File: config.mk
export PLATFORM = sky130hd
export DESIGN_NAME = bankmap_top
export DESIGN_NICKNAME = d
export VERILOG_FILES = /design/src/rtl/bankmap_pkg.sv /design/src/rtl/bankmap_port_dec.sv /design/src/rtl/bankmap_regs.sv /design/src/rtl/bankmap_xlate.sv /design/src/rtl/bankmap_top.sv
export SDC_FILE = /design/constraint.sdc
export NUM_CORES = 1
export LEC_CHECK = 0
export BUFFER_PORTS_ARGS = -buffer_cell sky130_fd_sc_hd__buf_2
export CAP_MARGIN = 20
export CORE_ASPECT_RATIO = 1.5
export CORE_UTILIZATION = 54
export DETAILED_ROUTE_END_ITERATION = 6
export PLACE_DENSITY = 0.85
export SLEW_MARGIN = 20
export SYNTH_ARGS = -nofsm -noshare
export SYNTH_HDL_FRONTEND = slang
export SYNTH_SLANG_ARGS = --single-unit
File: constraint.sdc
create_clock -name clk -period 3.7 [get_ports clk]
set_input_delay 0.37 -clock clk [delete_from_list [all_inputs] [get_ports clk]]
set_output_delay 0.37 -clock clk [all_outputs]
set_load 0.005 [all_outputs]
File: src/rtl/bankmap_pkg.sv
package bankmap_pkg;

    localparam int ADDR_W    = 16;
    localparam int SEG_CNT   = 4;
    localparam int SEL_W     = $clog2(SEG_CNT);
    localparam int OFS_W     = ADDR_W - SEL_W;
    localparam int BANK_W    = 7;
    localparam int SPLIT_W   = 3;
    localparam int BYTE_W    = 8;
    localparam int MODE_BIT  = BYTE_W - 1;
    localparam int RD_LSB    = 4;

    typedef struct packed {
        logic [BANK_W-1:0] rd;
        logic [BANK_W-1:0] wr;
    } seg_map_t;

    typedef seg_map_t [SEG_CNT-1:0] seg_arr_t;

    // Turn one port byte into a read/write bank pair.
    function automatic seg_map_t decode_byte(input logic [BYTE_W-1:0] b);
        seg_map_t m;
        if (b[MODE_BIT]) begin
            m.rd = b[BANK_W-1:0];
            m.wr = b[BANK_W-1:0];
        end else begin
            m.rd = BANK_W'(b[RD_LSB +: SPLIT_W]);
            m.wr = BANK_W'(b[SPLIT_W-1:0]);
        end
        return m;
    endfunction

    // Bit of the override byte that governs a given window.
    function automatic int override_bit(input int seg);
        case (seg)
            0:       return 6;
            1:       return 4;
            2:       return 5;
            default: return 7;
        endcase
    endfunction

    // Mapping applied on reset: window n holds unified bank n.
    function automatic seg_arr_t reset_map();
        seg_arr_t a;
        for (int s = 0; s < SEG_CNT; s++) begin
            a[s].rd = BANK_W'(s);
            a[s].wr = BANK_W'(s);
        end
        return a;
    endfunction

endpackage

File: src/rtl/bankmap_port_dec.sv
module bankmap_port_dec
    import bankmap_pkg::*;
#(
    parameter logic [BYTE_W-1:0] SEG_PORT_BASE = 8'hF0,
    parameter logic [BYTE_W-1:0] OVR_PORT      = 8'hF4
) (
    input  logic              io_wr,
    input  logic [BYTE_W-1:0] io_addr,
    output logic [SEG_CNT-1:0] seg_we,
    output logic              ovr_we
);

    for (genvar g = 0; g < SEG_CNT; g++) begin : g_seg_dec
        localparam logic [BYTE_W-1:0] PORT_ID = SEG_PORT_BASE + BYTE_W'(g);
        assign seg_we[g] = io_wr && (io_addr == PORT_ID);
    end

    assign ovr_we = io_wr && (io_addr == OVR_PORT);

endmodule

File: src/rtl/bankmap_regs.sv
module bankmap_regs
    import bankmap_pkg::*;
(
    input  logic               clk,
    input  logic               rst_n,
    input  logic [SEG_CNT-1:0] seg_we,
    input  logic               ovr_we,
    input  logic [BYTE_W-1:0]  io_data,
    output seg_arr_t           seg_map,
    output logic [SEG_CNT-1:0] ovr_en
);

    typedef struct packed {
        seg_arr_t           seg;
        logic [SEG_CNT-1:0] ovr;
    } state_t;

    state_t st_d, st_q;

    always_comb begin
        st_d = st_q;
        for (int s = 0; s < SEG_CNT; s++) begin
            if (seg_we[s]) begin
                st_d.seg[s] = decode_byte(io_data);
            end
            if (ovr_we) begin
                st_d.ovr[s] = io_data[override_bit(s)];
            end
        end
    end

    always_ff @(posedge clk) begin
        if (!rst_n) begin
            st_q.seg <= reset_map();
            st_q.ovr <= '0;
        end else begin
            st_q <= st_d;
        end
    end

    assign seg_map = st_q.seg;
    assign ovr_en  = st_q.ovr;

endmodule

File: src/rtl/bankmap_xlate.sv
module bankmap_xlate
    import bankmap_pkg::*;
(
    input  logic [ADDR_W-1:0]  cpu_addr,
    input  seg_arr_t           seg_map,
    input  logic [SEG_CNT-1:0] ovr_en,
    output logic [BANK_W-1:0]  rd_bank,
    output logic [BANK_W-1:0]  wr_bank,
    output logic [OFS_W-1:0]   rd_offset,
    output logic [OFS_W-1:0]   wr_offset
);

    logic [SEL_W-1:0] sel;
    seg_map_t         cur;

    always_comb begin
        sel       = cpu_addr[ADDR_W-1 -: SEL_W];
        cur       = seg_map[sel];
        wr_bank   = cur.wr;
        rd_bank   = ovr_en[sel] ? cur.wr : cur.rd;
        rd_offset = cpu_addr[OFS_W-1:0];
        wr_offset = cpu_addr[OFS_W-1:0];
    end

endmodule

File: src/rtl/bankmap_top.sv
module bankmap_top
    import bankmap_pkg::*;
#(
    parameter logic [BYTE_W-1:0] SEG_PORT_BASE = 8'hF0,
    parameter logic [BYTE_W-1:0] OVR_PORT      = 8'hF4
) (
    input  logic              clk,
    input  logic              rst_n,
    input  logic              io_wr,
    input  logic [7:0]        io_addr,
    input  logic [7:0]        io_data,
    input  logic [15:0]       cpu_addr,
    output logic [6:0]        rd_bank,
    output logic [13:0]       rd_offset,
    output logic [6:0]        wr_bank,
    output logic [13:0]       wr_offset
);

    logic [SEG_CNT-1:0] seg_we;
    logic               ovr_we;
    seg_arr_t           seg_map;
    logic [SEG_CNT-1:0] ovr_en;

    bankmap_port_dec #(
        .SEG_PORT_BASE(SEG_PORT_BASE),
        .OVR_PORT     (OVR_PORT)
    ) u_dec (
        .io_wr  (io_wr),
        .io_addr(io_addr),
        .seg_we (seg_we),
        .ovr_we (ovr_we)
    );

    bankmap_regs u_regs (
        .clk    (clk),
        .rst_n  (rst_n),
        .seg_we (seg_we),
        .ovr_we (ovr_we),
        .io_data(io_data),
        .seg_map(seg_map),
        .ovr_en (ovr_en)
    );

    bankmap_xlate u_xlate (
        .cpu_addr (cpu_addr),
        .seg_map  (seg_map),
        .ovr_en   (ovr_en),
        .rd_bank  (rd_bank),
        .wr_bank  (wr_bank),
        .rd_offset(rd_offset),
        .wr_offset(wr_offset)
    );

endmodule

==> results.cfg, run 1 <==
[drt]
drc = 0
vias_per_cell = 5.95
wl_per_cell_um = 17.5
routed_wl_um = 4820
num_vias = 1636
drtIter0Drc = 60
first_pass_iters = 4
ant_nets = 0

[die]
die_area_mm2 = 0.00460
die_y_um = 82.6
design.portCount = 77
rows = 28
start_util_pct = 58.0
core_area_mm2 = 0.00403
fp.dieW_um = 55.7

[power_and_ir_drop]
p_leak_nw = 0.960
swShare_pct = 21.9
p_clk_share_pct = 42.8
switchingPower_mw = 0.207
total_power_mw = 0.944
p_comb_share_pct = 7.0
power.density_mw_per_mm2 = 392
ir_drop_uv = 363
seqPwrFrac_pct = 50.2
p_int_mw = 0.738

[yosys]
synth.avg_cell_area_um2 = 10.1
ys_seq_area_share_pct = 37.7
synth_area_leaders = dfxtp_1 38%, mux2i_1 18%, buf_4 11%
ys_ff_latch = 44
synth_fp_nets = 266
ys_warn_count = 0
synth_top_area_share_pct = 37.7
synth_cell_types = 29
syn_area_mm2 = 0.00234
syn-instance-count = 231
yosysTopAreaCell = dfxtp_1

[placed_design]
gp_congestion = 0.764
dp_slack_ps = 1470
dpl.hpwl_um = 3400
numPortBuffers = 34

[timing]
finalCritPeriodShare_pct = 59.7
clock_skew_ps = 0
hold_ws_ps = 367
rsz0062_at_grt = no
period_needed_ps = 2210
relSlewSlack_pct = 52.6
max_freq_ghz = 0.453
tns_ps = 0
drv_slew = 0
tightest_slew_ps = 709
hold_violations = 0
setup_viol = 0
post-route-worst-setup-slack_ps = 1490

[critical_path]
reg2reg_setup_slack_ps = 2990
r2r-end = u_regs.seg_map[21]$_SDFFE_PN1P_
rr_worst_depth = 2
arrival_ps = 1840
crit_path_max_fanout = 11
critPathCaptureType = output pin
r2r_start = u_regs.seg_map[21]$_SDFFE_PN1P_
worstPathRequired_ps = 3330
start_kind = primary input
crit_type = in2out

[clock_network]
postCtsSetupRepairBufs = 0
cts.sinks = 44
root_buffer = clkbuf_8
cts.hold.buffers_added = 0
ctsLongestPathBuffers = 2
cts_buffers = 5
clkTransAtPathRegs_ps = 80
post_cts_resized = 0
insertion_delay_ps = 300
h-tree-depth = 2
cts_tree = built

[global_route]
grt_max_degree = 44
first_global_vias = 1627
antenna_found_initial = 0
track_usage_pct = 21.8
grt_pass1_wl_um = 7480
grt.overflow.total = 0

[final_layout]
layout-drive-gt1-share_pct = 26.1
syn_to_final_growth_pct = 3.05
n_fill_cell = 321
antenna_cells = 0
fin_nets = 264

[worst_hold_path]
hp-class = in2reg
hold_end = u_regs.seg_map[28]$_SDFFE_PN0P_
hp-start = io_data[0]
hold_depth = 3

[job]
cap_violations = 0

[outcome]
outcome = finished, final reports clean
==> worst max-delay path: stages <==
cell and delay (ps):
buf_2 300, mux4_1 720, mux2_2 320, buf_2 130
==> metal layers <==
metal,GRT usage (%),vias up,wire (um),part of all wire [%]
li1,-,768,-,-
met1,21.9,784,1840,38
met2,37.7,50,2470,51
met3,3.74,34,235,4.9
met4,22.3,0,278,5.8
met5,0,-,0,0
==> synthesized netlist by cell type, drive strengths merged <==
library cell	count
nand4	5
nor3	1
nand2b	1
and4	1
nand4b	1
and4b	1
and2	2
dfxtp	44
nand3b	1
clkbuf	6
a21oi	4
nand3	4
nor3b	2
buf	40
o31ai	4
nor2	12
mux2	5
inv	3
nor4	2
mux2i	41
nand2	38
mux4	11
nor2b	1
nand4bb	1
==> state kept, by name, summed over array words and instances (netlist names) <==
name            flops
u_regs.seg_map     40
u_regs.ovr_en       4
==> cells by family after synthesis <==
family | synth area share, %
AND/OR/NAND/NOR | 14.9
buffers and inverters | 14.0
AO/OA/AOI/OAI | 2.14
flip-flops | 37.7
multiplexers | 31.2
==> worst max path at each step <==
| stage | start | endpoint | slack, ps | cells after the start |
|---|---|---|---|---|
| floorplan | cpu_addr[14] | rd_bank[0] | 2020 | 3 |
| global route | cpu_addr[14] | rd_bank[1] | 1420 | 4 |
| global placement | cpu_addr[14] | rd_bank[0] | 1470 | 4 |
| detailed placement | cpu_addr[14] | rd_bank[0] | 1470 | 4 |
| finish | cpu_addr[14] | rd_bank[0] | 1490 | 4 |
| CTS | cpu_addr[14] | rd_bank[0] | 1460 | 4 |
==> cells in the final DEF, fill, tap and decap left out, types with 4 or more instances in the layout <==
master    Yosys  layout
a21oi_1       4       4
buf_2         3      34
clkbuf_8      0       7
dfxtp_1      44      44
mux2_2        5       5
mux2i_1      41      41
mux4_1        4       4
mux4_2        7       7
nand2_1      38      38
nand3_1       4       4
nand4_1       5       5
nor2_1       12      12
o31ai_1       4       4
==> power by group through the flow <==
stage                     Combinational (mW)  Clock (mW)  Sequential, mW
after floorplan                       0.0653           0           0.485
after global placement                0.0645           0           0.485
after detailed placement              0.0657           0           0.485
after CTS                             0.0661       0.407           0.474
after global routing                  0.0722       0.428           0.474
final                                 0.0664       0.404           0.474
==> stage by stage <==
stage	std cells	util (%)	cell area, um2
after floorplan	231	-	2340
after global placement	267	56.6	2280
after detailed placement	267	56.6	2280
after CTS	275	59.8	2410
after global routing	275	59.8	2410
final	275	59.8	2410
==> final cells by class <==
cell class	instances	area [um2]	share of cell area, %
Clock inverter	1	30.0	1.25
Sequential cell	44	881	36.6
Multi-Input combinational cell	138	1140	47.3
Clock buffer	7	96.3	4.00
Timing Repair Buffer	37	193	8.00
Inverter	3	11.3	0.468
Tap cell	45	56.3	2.34
Power figures use the tool's default switching activity.
==> run 2, diff against run 1 <==
--- a/config.mk
+++ b/config.mk
@@ -8,9 +8,9 @@
 export BUFFER_PORTS_ARGS = -buffer_cell sky130_fd_sc_hd__buf_2
 export CAP_MARGIN = 20
 export CORE_ASPECT_RATIO = 1.5
-export CORE_UTILIZATION = 54
+export CORE_UTILIZATION = 50
 export DETAILED_ROUTE_END_ITERATION = 6
-export PLACE_DENSITY = 0.85
+export PLACE_DENSITY = 0.79
 export SLEW_MARGIN = 20
 export SYNTH_ARGS = -nofsm -noshare
 export SYNTH_HDL_FRONTEND = slang
==> constraint.sdc (replaced) <==
create_clock -name clk -period 2.3 [get_ports clk]
set_input_delay 0.23 -clock clk [delete_from_list [all_inputs] [get_ports clk]]
set_output_delay 0.23 -clock clk [all_outputs]
set_load 0.005 [all_outputs]
==> results.cfg, run 2 (synthesis results as in run 1) <==
[clock_network]
post_cts_resized = 0
clkTransAtPathRegs_ps = 80
cts.sinks = 44
h-tree-depth = 2
cts_tree = built
insertion_delay_ps = 290
root_buffer = clkbuf_8
ctsLongestPathBuffers = 2
postCtsSetupRepairBufs = 0
cts_buffers = 5
cts.hold.buffers_added = 0

[drt]
first_pass_iters = 6
wl_per_cell_um = 16.3
routed_wl_um = 4590
vias_per_cell = 5.79
num_vias = 1628
ant_nets = 0
drc = 12
drtIter0Drc = 57

[final_layout]
layout-drive-gt1-share_pct = 26.2
fin_nets = 267
fin_util_pct = 53.2
syn_to_final_growth_pct = 2.62
stdcell_area_mm2 = 0.00240
layout_commonest_cell = dfxtp_1
largest_register_ffs = 40
layout_common_cells = 44 x dfxtp_1, 41 x mux2i_1, 38 x nand2_1
antenna_cells = 0

[timing]
hold_violations = 0
rsz0062_at_grt = no
setup_viol = 0
drv_slew = 0
max_freq_ghz = 0.521
finalCritPeriodShare_pct = 83.5
tns_ps = 0
relSlewSlack_pct = 57.9
period_needed_ps = 1920
tightest_slew_ps = 632
clock_skew_ps = 0

[die]
start_util_pct = 51.9
rows = 30
fp.dieW_um = 57.8
die_area_mm2 = 0.00496
core_area_mm2 = 0.00450
die_y_um = 85.7
design.portCount = 77

[global_route]
use_met3_pct = 4.07
grt_pass1_wl_um = 7660
grtUsageMet2_pct = 36.2
grt.overflow.total = 0
track_usage_pct = 20.7
busiest_layer = met2
first_global_vias = 1683
met1_usage_pct = 21.1
antenna_found_initial = 0
grt_max_degree = 27

[placed_design]
gp_congestion = 0.825
dpl.hpwl_um = 3370
place_area_mm2 = 0.00231
numPortBuffers = 34

[critical_path]
arrival_ps = 1690
crit_path_max_fanout = 3
critPathCaptureType = output pin
crit_type = reg2out
start_kind = flop
worstPathRequired_ps = 2070

[outcome]
outcome = finished with violations
violations = DRC

[power_and_ir_drop]
power.density_mw_per_mm2 = 567
total_power_mw = 1.36
ir_drop_uv = 340
p_leak_nw = 0.956

[worst_hold_path]
hp-class = in2reg

[job]
cap_violations = 0
## run 2: cell count changes in the layout (fill, tap and decap cells not counted), sizes merged
| cell | previous run | this run |
|---|---|---|
| buf | 37 | 40 |
| bufinv | 1 | 0 |
| clkbuf | 7 | 8 |
## run 2: worst paths after layout
path | startpoint | endpoint | slack (ps) | cells after the start
worst max register to register | u_regs.seg_map[36]$_SDFFE_PN1P_ | u_regs.seg_map[36]$_SDFFE_PN1P_ | 1670 | 2
worst min-delay path | io_data[5] | u_regs.ovr_en[2]$_SDFFE_PN0P_ | 220 | 3
worst max-delay path | u_regs.ovr_en[1]$_SDFFE_PN0P_ | rd_bank[2] | 380 | 3
worst min register to register | u_regs.seg_map[22]$_SDFFE_PN0P_ | u_regs.seg_map[22]$_SDFFE_PN0P_ | 460 | 2
## run 2: power breakdown
| part | switching [mW] | leakage [nW] | internal [mW] |
|---|---|---|---|
| clock network | 0.244 | 0.0455 | 0.245 |
| logic | 0.0644 | 0.556 | 0.0430 |
| registers | 0.000393 | 0.355 | 0.762 |
## run 2: per-stage QoR
| step | cells | setup WS [ps] | hold slack, ps |
|---|---|---|---|
| global route | 281 | 355 | 232 |
| finish | 281 | 380 | 224 |
| detailed placement | 273 | 421 | 448 |
| floorplan | 231 | 902 | 384 |
| global placement | 273 | 460 | 439 |
| CTS | 281 | 380 | 215 |
## run 2: cell type report
type	count	area [um2]
fillers	413	2110
clock buffers	8	90.1
multi-input cells	138	1140
inverters	3	11.3
well taps	48	60.1
repair buffers	40	215
flip-flops and latches	44	881
## run 2: worst max-delay path, stage by stage, from the launching register on
cell	delay [ps]
dfxtp_1	310
mux4_1	640
mux2_2	320
buf_2	130
## run 2: routing by layer
metal / share of wire, % / up-vias
met3: 5.5 / 20
li1: - / 778
met5: 0 / -
met4: 5.3 / 0
met1: 39 / 765
met2: 50 / 65
